## src/rtl/rmw_lock_pkg.sv

```systemverilog
package rmw_lock_pkg;

  typedef struct packed {
    logic rmw;
    logic narrow;
  } instr_attr_t;

  localparam instr_attr_t ATTR_IDLE = '{rmw: 1'b0, narrow: 1'b0};

endpackage

```

## src/rtl/rmw_span_sel.sv

```systemverilog
module rmw_span_sel #(
  parameter int NARROW_SPAN = 3,
  parameter int WIDE_SPAN   = 5,
  parameter int SPAN_W      = 3
) (
  input  logic              narrow,
  output logic [SPAN_W-1:0] span
);

  localparam logic [SPAN_W-1:0] NSPAN = SPAN_W'(NARROW_SPAN);
  localparam logic [SPAN_W-1:0] WSPAN = SPAN_W'(WIDE_SPAN);

  generate
    if (NARROW_SPAN == WIDE_SPAN) begin : g_fixed
      assign span = NSPAN;
    end else begin : g_sel
      assign span = narrow ? NSPAN : WSPAN;
    end
  endgenerate

endmodule

```

## src/rtl/rmw_cycle_track.sv

```systemverilog
module rmw_cycle_track #(
  parameter int CNT_W = 5
) (
  input  logic             clk,
  input  logic             rst,
  input  logic             start,
  input  logic [CNT_W-1:0] len,
  output logic [CNT_W-1:0] cur_rem
);

  localparam logic [CNT_W-1:0] ONE = CNT_W'(1);
  localparam logic [CNT_W-1:0] TWO = CNT_W'(2);

  logic [CNT_W-1:0] rem_q;
  logic [CNT_W-1:0] start_rem;

  // cycles left after the strobe cycle; length 0 is treated as 1
  assign start_rem = (len == '0) ? '0 : len - ONE;
  assign cur_rem   = start ? start_rem : rem_q;

  always_ff @(posedge clk) begin
    if (rst) begin
      rem_q <= '0;
    end else if (start) begin
      rem_q <= (len >= TWO) ? len - TWO : '0;
    end else if (rem_q != '0) begin
      rem_q <= rem_q - ONE;
    end
  end

endmodule

```

## src/rtl/rmw_bus_lock.sv

```systemverilog
module rmw_bus_lock
  import rmw_lock_pkg::*;
#(
  parameter int CNT_W       = 5,
  parameter int NARROW_SPAN = 3,
  parameter int WIDE_SPAN   = 5
) (
  input  logic             clk,
  input  logic             rst,
  input  logic             instr_start,
  input  logic             instr_rmw,
  input  logic             width_narrow,
  input  logic [CNT_W-1:0] instr_len,
  output logic             lock_n
);

  localparam int MAX_SPAN = (WIDE_SPAN > NARROW_SPAN) ? WIDE_SPAN : NARROW_SPAN;
  localparam int SPAN_W   = $clog2(MAX_SPAN + 1);

  instr_attr_t      attr_q;
  instr_attr_t      attr_cur;
  logic [CNT_W-1:0] cur_rem;
  logic [SPAN_W-1:0] span;
  logic             lock_d;
  logic             lock_n_q;

  always_ff @(posedge clk) begin
    if (rst) begin
      attr_q <= ATTR_IDLE;
    end else if (instr_start) begin
      attr_q <= '{rmw: instr_rmw, narrow: width_narrow};
    end
  end

  assign attr_cur = instr_start ? instr_attr_t'{rmw: instr_rmw, narrow: width_narrow} : attr_q;

  rmw_cycle_track #(.CNT_W(CNT_W)) u_track (
    .clk    (clk),
    .rst    (rst),
    .start  (instr_start),
    .len    (instr_len),
    .cur_rem(cur_rem)
  );

  rmw_span_sel #(
    .NARROW_SPAN(NARROW_SPAN),
    .WIDE_SPAN  (WIDE_SPAN),
    .SPAN_W     (SPAN_W)
  ) u_span (
    .narrow(attr_cur.narrow),
    .span  (span)
  );

  // next cycle is locked when it is one of the last span cycles
  assign lock_d = attr_cur.rmw && (cur_rem != '0) && (cur_rem <= CNT_W'(span));

  always_ff @(posedge clk) begin
    if (rst) lock_n_q <= 1'b1;
    else     lock_n_q <= ~lock_d;
  end

  assign lock_n = lock_n_q;

endmodule

```

## config.mk

```make
export PLATFORM = sky130hd
export DESIGN_NAME = rmw_bus_lock
export DESIGN_NICKNAME = d
export VERILOG_FILES = /design/src/rtl/rmw_lock_pkg.sv /design/src/rtl/rmw_span_sel.sv /design/src/rtl/rmw_cycle_track.sv /design/src/rtl/rmw_bus_lock.sv
export SDC_FILE = /design/constraint.sdc
export NUM_CORES = 1
export LEC_CHECK = 0
export ABC_AREA = 1
export BUFFER_PORTS_ARGS = -buffer_cell sky130_fd_sc_hd__clkbuf_2
export CORE_MARGIN = 2
export CORE_UTILIZATION = 30
export CTS_CLUSTER_DIAMETER = 150
export DETAILED_ROUTE_END_ITERATION = 16
export PLACE_DENSITY = 0.55
export RECOVER_POWER = 100
export SLEW_MARGIN = 30
export SYNTH_ARGS = -nofsm -noshare
export SYNTH_HDL_FRONTEND = slang
export SYNTH_SLANG_ARGS = --single-unit
```

## constraint.sdc

```tcl
create_clock -name clk -period 2.1 [get_ports clk]
set_clock_uncertainty 0.1 [all_clocks]
set_input_delay 0.525 -clock clk [delete_from_list [all_inputs] [get_ports clk]]
set_output_delay 0.525 -clock clk [all_outputs]
set_load 0.005 [all_outputs]
```

Yosys cells after proc, flatten, opt, wreduce, memory -nomap -nowiden
Cells that the tools add are included.
{"block": "word_totals", "ff_bits": 8, "inputBits": 10}
{"block": "op_classes", "addsub": 3, "magnitude_cmp": 2, "muxes": 7, "bitwise": 1, "n_reduce_logical": 6}
{"op": "5-bit two-way mux", "n": 5}
{"op": "5-bit nonzero test", "n": 2}
{"op": "5-bit by 1-bit subtractor with 5-bit output, second input constant", "n": 2}
{"op": "5-bit by 2-bit greater-or-equal comparator with 1-bit output, second input constant", "n": 1}
{"op": "5-bit by 3-bit less-or-equal comparator with 1-bit output", "n": 1}
{"op": "5-bit zero test", "n": 1}
{"op": "5-bit by 2-bit subtractor with 5-bit output, second input constant", "n": 1}
{"op": "3-bit two-way mux", "n": 1}
{"op": "1-bit logical AND", "n": 2}
{"op": "2-bit two-way mux", "n": 1}
{"op": "2-bit nonzero test", "n": 1}
{"op": "1-bit NOT", "n": 1}

Depth between registers and ports, before layout
{"block": "logic_depth", "depth_word": 7, "ltp_mapped": 17, "depth_no_buf": 17}

Hierarchy
From an unflattened synthesis, not the netlist that was laid out.
{"block": "unflattened", "hier_cells": 126, "area_unflattened_um2": 779.5}
{"module": "rmw_cycle_track", "instances": 1, "cells_per_inst": 81, "area_per_inst_um2": 524.3, "seq_area_each_um2": 100.1}
{"module": "rmw_bus_lock", "instances": 1, "cells_per_inst": 41, "area_per_inst_um2": 232.7, "seq_area_each_um2": 60.1}
{"module": "rmw_span_sel", "instances": 1, "cells_per_inst": 4, "area_per_inst_um2": 22.5, "seq_area_each_um2": 0.0}

Least setup slack after synthesis
Ideal clock, no wire load.
{"block": "synth_path", "kind": "input to register", "startpoint": "in instr_len[1]", "endpoint": "reg lock_n_q, in the netlist lock_n", "setup_time_ps": 120, "t_arrival_ps": 1852, "t_required_ps": 1880, "slack_ps": 28, "path_stages": 15, "cell_sequence": "inv_1 ha_1 inv_1 nor2_1 nand2_1 nand2_1 nand2_1 nand2_1 inv_1 ha_1 a21o_1 nand2_1 nand2_1 inv_2 nand3_1"}
{"block": "synth_between", "elab_chain_len": 7, "word_cells_on_any_way": 9, "cone_classes": "add/sub (1); order compare (1); mux (2); bitwise (1); reduce/logical (4)"}
{"item": "from (decl)", "line_no": "rmw_bus_lock.sv:13", "source": "input logic [CNT_W-1:0] instr_len,"}
{"item": "5-bit by 1-bit subtractor with 5-bit output or 5-bit zero test (tied branches)", "line_no": "rmw_cycle_track.sv:18", "source": "assign start_rem = (len == '0) ? '0 : len - ONE;"}
{"item": "5-bit two-way mux (*)", "line_no": "rmw_cycle_track.sv:18"}
{"item": "5-bit two-way mux (*)", "line_no": "rmw_cycle_track.sv:19", "source": "assign cur_rem = start ? start_rem : rem_q;"}
{"item": "parallel branches: the longest is 2 deep, another holds 5-bit by 3-bit less-or-equal comparator with 1-bit output"}
{"item": "1-bit logical AND (*)", "line_no": "rmw_bus_lock.sv:55", "source": "assign lock_d = attr_cur.rmw && (cur_rem != '0) && (cur_rem <= CNT_W'(span));"}
{"item": "1-bit NOT (*)", "line_no": "rmw_bus_lock.sv:59", "source": "else lock_n_q <= ~lock_d;"}
{"item": "to (signal assigned)", "line_no": "rmw_bus_lock.sv:59"}
{"item": "to (decl)", "line_no": "rmw_bus_lock.sv:25", "source": "logic lock_n_q;"}
Every way passes the cells marked *.
A chain may end at the register's enable or synchronous reset.

Worst setup path in the final report
{"block": "layout_path", "startpoint": "in instr_start", "endpoint": "reg lock_n_q, in the netlist lock_n"}
{"block": "layout_between", "elab_chain_len": 5, "word_cells_on_any_way": 8, "cone_classes": "order compare (1); mux (3); bitwise (1); reduce/logical (3)"}
{"item": "from (decl)", "line_no": "rmw_bus_lock.sv:10", "source": "input logic instr_start,"}
{"item": "2-bit two-way mux or 5-bit two-way mux (tied branches)"}
{"item": "3-bit two-way mux or 5-bit nonzero test (tied branches)", "line_no": "rmw_span_sel.sv:17, rmw_bus_lock.sv:55"}
{"item": "5-bit by 3-bit less-or-equal comparator with 1-bit output or 1-bit logical AND (tied branches)", "line_no": "rmw_bus_lock.sv:55"}
{"item": "1-bit logical AND (*)", "line_no": "rmw_bus_lock.sv:55"}
{"item": "1-bit NOT (*)", "line_no": "rmw_bus_lock.sv:59"}
Mark *: on every way between the ends. The rest lies on a longest branch, timed or not.

==> results.cfg <==
[run_status]
status = completed

[timing]
worstMarginPinSlew_ns = 0.3473
hold_violations = 0
whs_ns = 0.3667
fmaxAchievable_ghz = 0.5369
finalWorstSetupSlack_ns = 0.2375
min_period_ns = 1.862
min_period_over_period_pct = 88.69
maxSlewViolCount = 0
rsz0062_at_grt = no
setup-violations-final = 0
slew_headroom_pct = 76.85

[synthesis]
syn_area_per_cell_um2 = 6.353
syn_nets = 135
synth_most_common_cell = nand2_1
synth_edf_count = 0
ys_types = 22
ys_ff_latch = 8
synthTopCellsByCount = nand2_1, nor2_1, inv_1
ys.flop_type = dfxtp_1
ys_seq_area_share_pct = 21.73
synth_area_leaders = dfxtp_1, ha_1, nand2_1
synth_top_cell_area_share_pct = 21.73
netlist_area_um2 = 737.0
synth_cells = 116
async_reset_ff_share_pct = 0
synth_warnings = 0
synth_top_area_cell = dfxtp_1

[detailed_routing]
drc = 0
vias_per_cell = 4.458
first_pass_iters = 4
highest_layer = met3
met3WireLength_um = 60
vias = 740
wl_met2_um = 691
drt_iter0_drc = 12
wl_um = 1523
wl_met1_um = 771
wl_per_cell_um = 9.175
ant_nets = 0

[die]
num_io_pins = 11
fp.dieArea_um2 = 2869
placementRows = 17
die_w_um = 53.57
core_um2 = 2276
initial_core_util_pct = 32.38
die_h_um = 53.57

[pwr]
pwr-share-seq_pct = 37.3
leakage_nw = 0.5025
p_comb_share_pct = 39.6
powerDensity_nw_per_um2 = 550.1
max-vdd-ir-drop_mv = 0.4123
p_switching_uw = 173.0
netSwitchingFraction_pct = 34.95
clkPwrFrac_pct = 23.1
p_int_uw = 321.9

[critical_path]
r2r_setup_slack_ns = 0.58
crit_type = input pin to flop
cp-start-kind = input pin
worstSetupStartpoint = instr_start
rr_startpoint = u_track.rem_q[2]
reg2regPathDepth = 12
cp.arrival_ns = 1.90
r2r-end = lock_n
end_kind = flop
critPathRequiredTime_ns = 2.14
critPathMaxFanout = 7

[clocking]
tritoncts = built
clockRootBuffer = clkbuf_4
h-tree-depth = 1
cts_buffer_depth = 2
cts_setup_buffers = 0
hold_buffers = 0
clkLatencyLatePin_ns = 0.25
clk_pin_slew_ns = 0.05
clock_sinks = 8
numCtsBuffers = 3

[layout]
antenna_cells = 0
nets = 159
drive_gt1_share_pct = 25.36
syn_to_final_growth_pct = 22.07
nFillCells = 247

[placement]
dp_hpwl_um = 1324
numPortBuffers = 10
gp_congestion = 0.7535
place_ws_ns = -0.1145

[global_route]
grt_pass1_vias = 686
antenna_found_initial = 0
grt_overflow = 0
grt.total_usage_pct = 13.12
grt_first_pass_wirelength_um = 2704
grt_max_degree = 8

[min_path]
hp-class = input pin to flop
whs_path_depth = 2
min_to = attr_q[0]
hp-start = rst

[run]
cap_violations = 0
-- sequential cells by signal, summed over array words and instances (netlist names) --
signal / flops
u_track.rem_q: 5
lock_n: 1
attr_q: 2
-- cells in the final DEF, fill, tap and decap left out, types with 5 or more instances in the layout --
| cell | instances |
|---|---|
| inv_2 | 7 |
| dfxtp_1 | 8 |
| a21oi_1 | 5 |
| nand3_1 | 7 |
| ha_1 | 9 |
| nor2_1 | 15 |
| nand2_1 | 26 |
| nor2_2 | 5 |
| buf_4 | 8 |
| clkbuf_2 | 10 |
| inv_1 | 13 |
-- power by group through the flow --
stage               clock, mW  combinational [mW]  sequential, mW
floorplan                   0               0.142           0.185
global placement            0               0.194           0.188
detailed placement          0               0.198           0.188
CTS                     0.121               0.200           0.185
global route            0.128               0.229           0.188
finish                  0.114               0.196           0.185
-- how the worst max path moves through the flow --
| stage | to | slack (ns) | cells past startpoint |
|---|---|---|---|
| global placement | lock_n | -0.09 | 18 |
| finish | lock_n | 0.24 | 14 |
| CTS | lock_n | 0.15 | 18 |
| floorplan | lock_n | 0.03 | 15 |
| detailed placement | lock_n | -0.11 | 18 |
| global route | lock_n | 0.02 | 18 |
-- per-stage QoR --
step | area [µm²] | std cells | util, % | power, mW | setup TNS (ns)
5_1_grt | 899.6 | 166 | 39.53 | 0.5448 | 0
4_1_cts | 908.4 | 166 | 39.91 | 0.5057 | 0
2_1_floorplan | 737.0 | 116 | - | 0.3270 | 0
3_5_place_dp | 885.9 | 163 | 38.92 | 0.3864 | -0.1145
6_report | 899.6 | 166 | 39.53 | 0.4949 | 0
3_3_place_gp | 885.9 | 163 | 38.92 | 0.3823 | -0.09166
-- kinds of logic after synthesis --
kind of cell / Yosys count / share of synthesized area (%)
adders and majority gates: 9 / 15.28
and+or+nand+nor: 61 / 37.18
DFF: 8 / 21.73
buffers and inverters: 21 / 11.71
AOI/OAI and AO/OA: 13 / 9.337
xor gates and xnor gates: 4 / 4.755
-- routing by layer --
metal / track usage, % / vias up
met5: 0 / -
met4: 2.564 / 0
met3: 5.000 / 0
met2: 22.02 / 12
met1: 15.99 / 323
li1: - / 405
-- final cells by class --
| type | count | area [µm²] | share of cell area (%) |
|---|---|---|---|
| Clock buffer | 3 | 22.52 | 2.503 |
| Inverter | 20 | 75.07 | 8.345 |
| Tap cell | 28 | 35.03 | 3.894 |
| Sequential cell | 8 | 160.2 | 17.80 |
| Timing Repair Buffer | 20 | 117.6 | 13.07 |
| Multi-Input combinational cell | 87 | 489.2 | 54.38 |
-- critical path: stages --
cell	delay [ns]
clkbuf_2	0.16
inv_2	0.08
clkbuf_1	0.29
nor2_1	0.07
nand2_1	0.08
nand2_1	0.07
ha_1	0.27
nand2_1	0.04
inv_1	0.05
nand3_1	0.07
nand2_1	0.06
nand2_1	0.06
inv_2	0.04
nand3_1	0.05
-- repair_timing --
item                       CTS  global route
hold endpoints to repair     0             0
resized for setup            0             4
setup endpoints to repair    0             1
No activity file was read; power rests on OpenSTA's default activity.
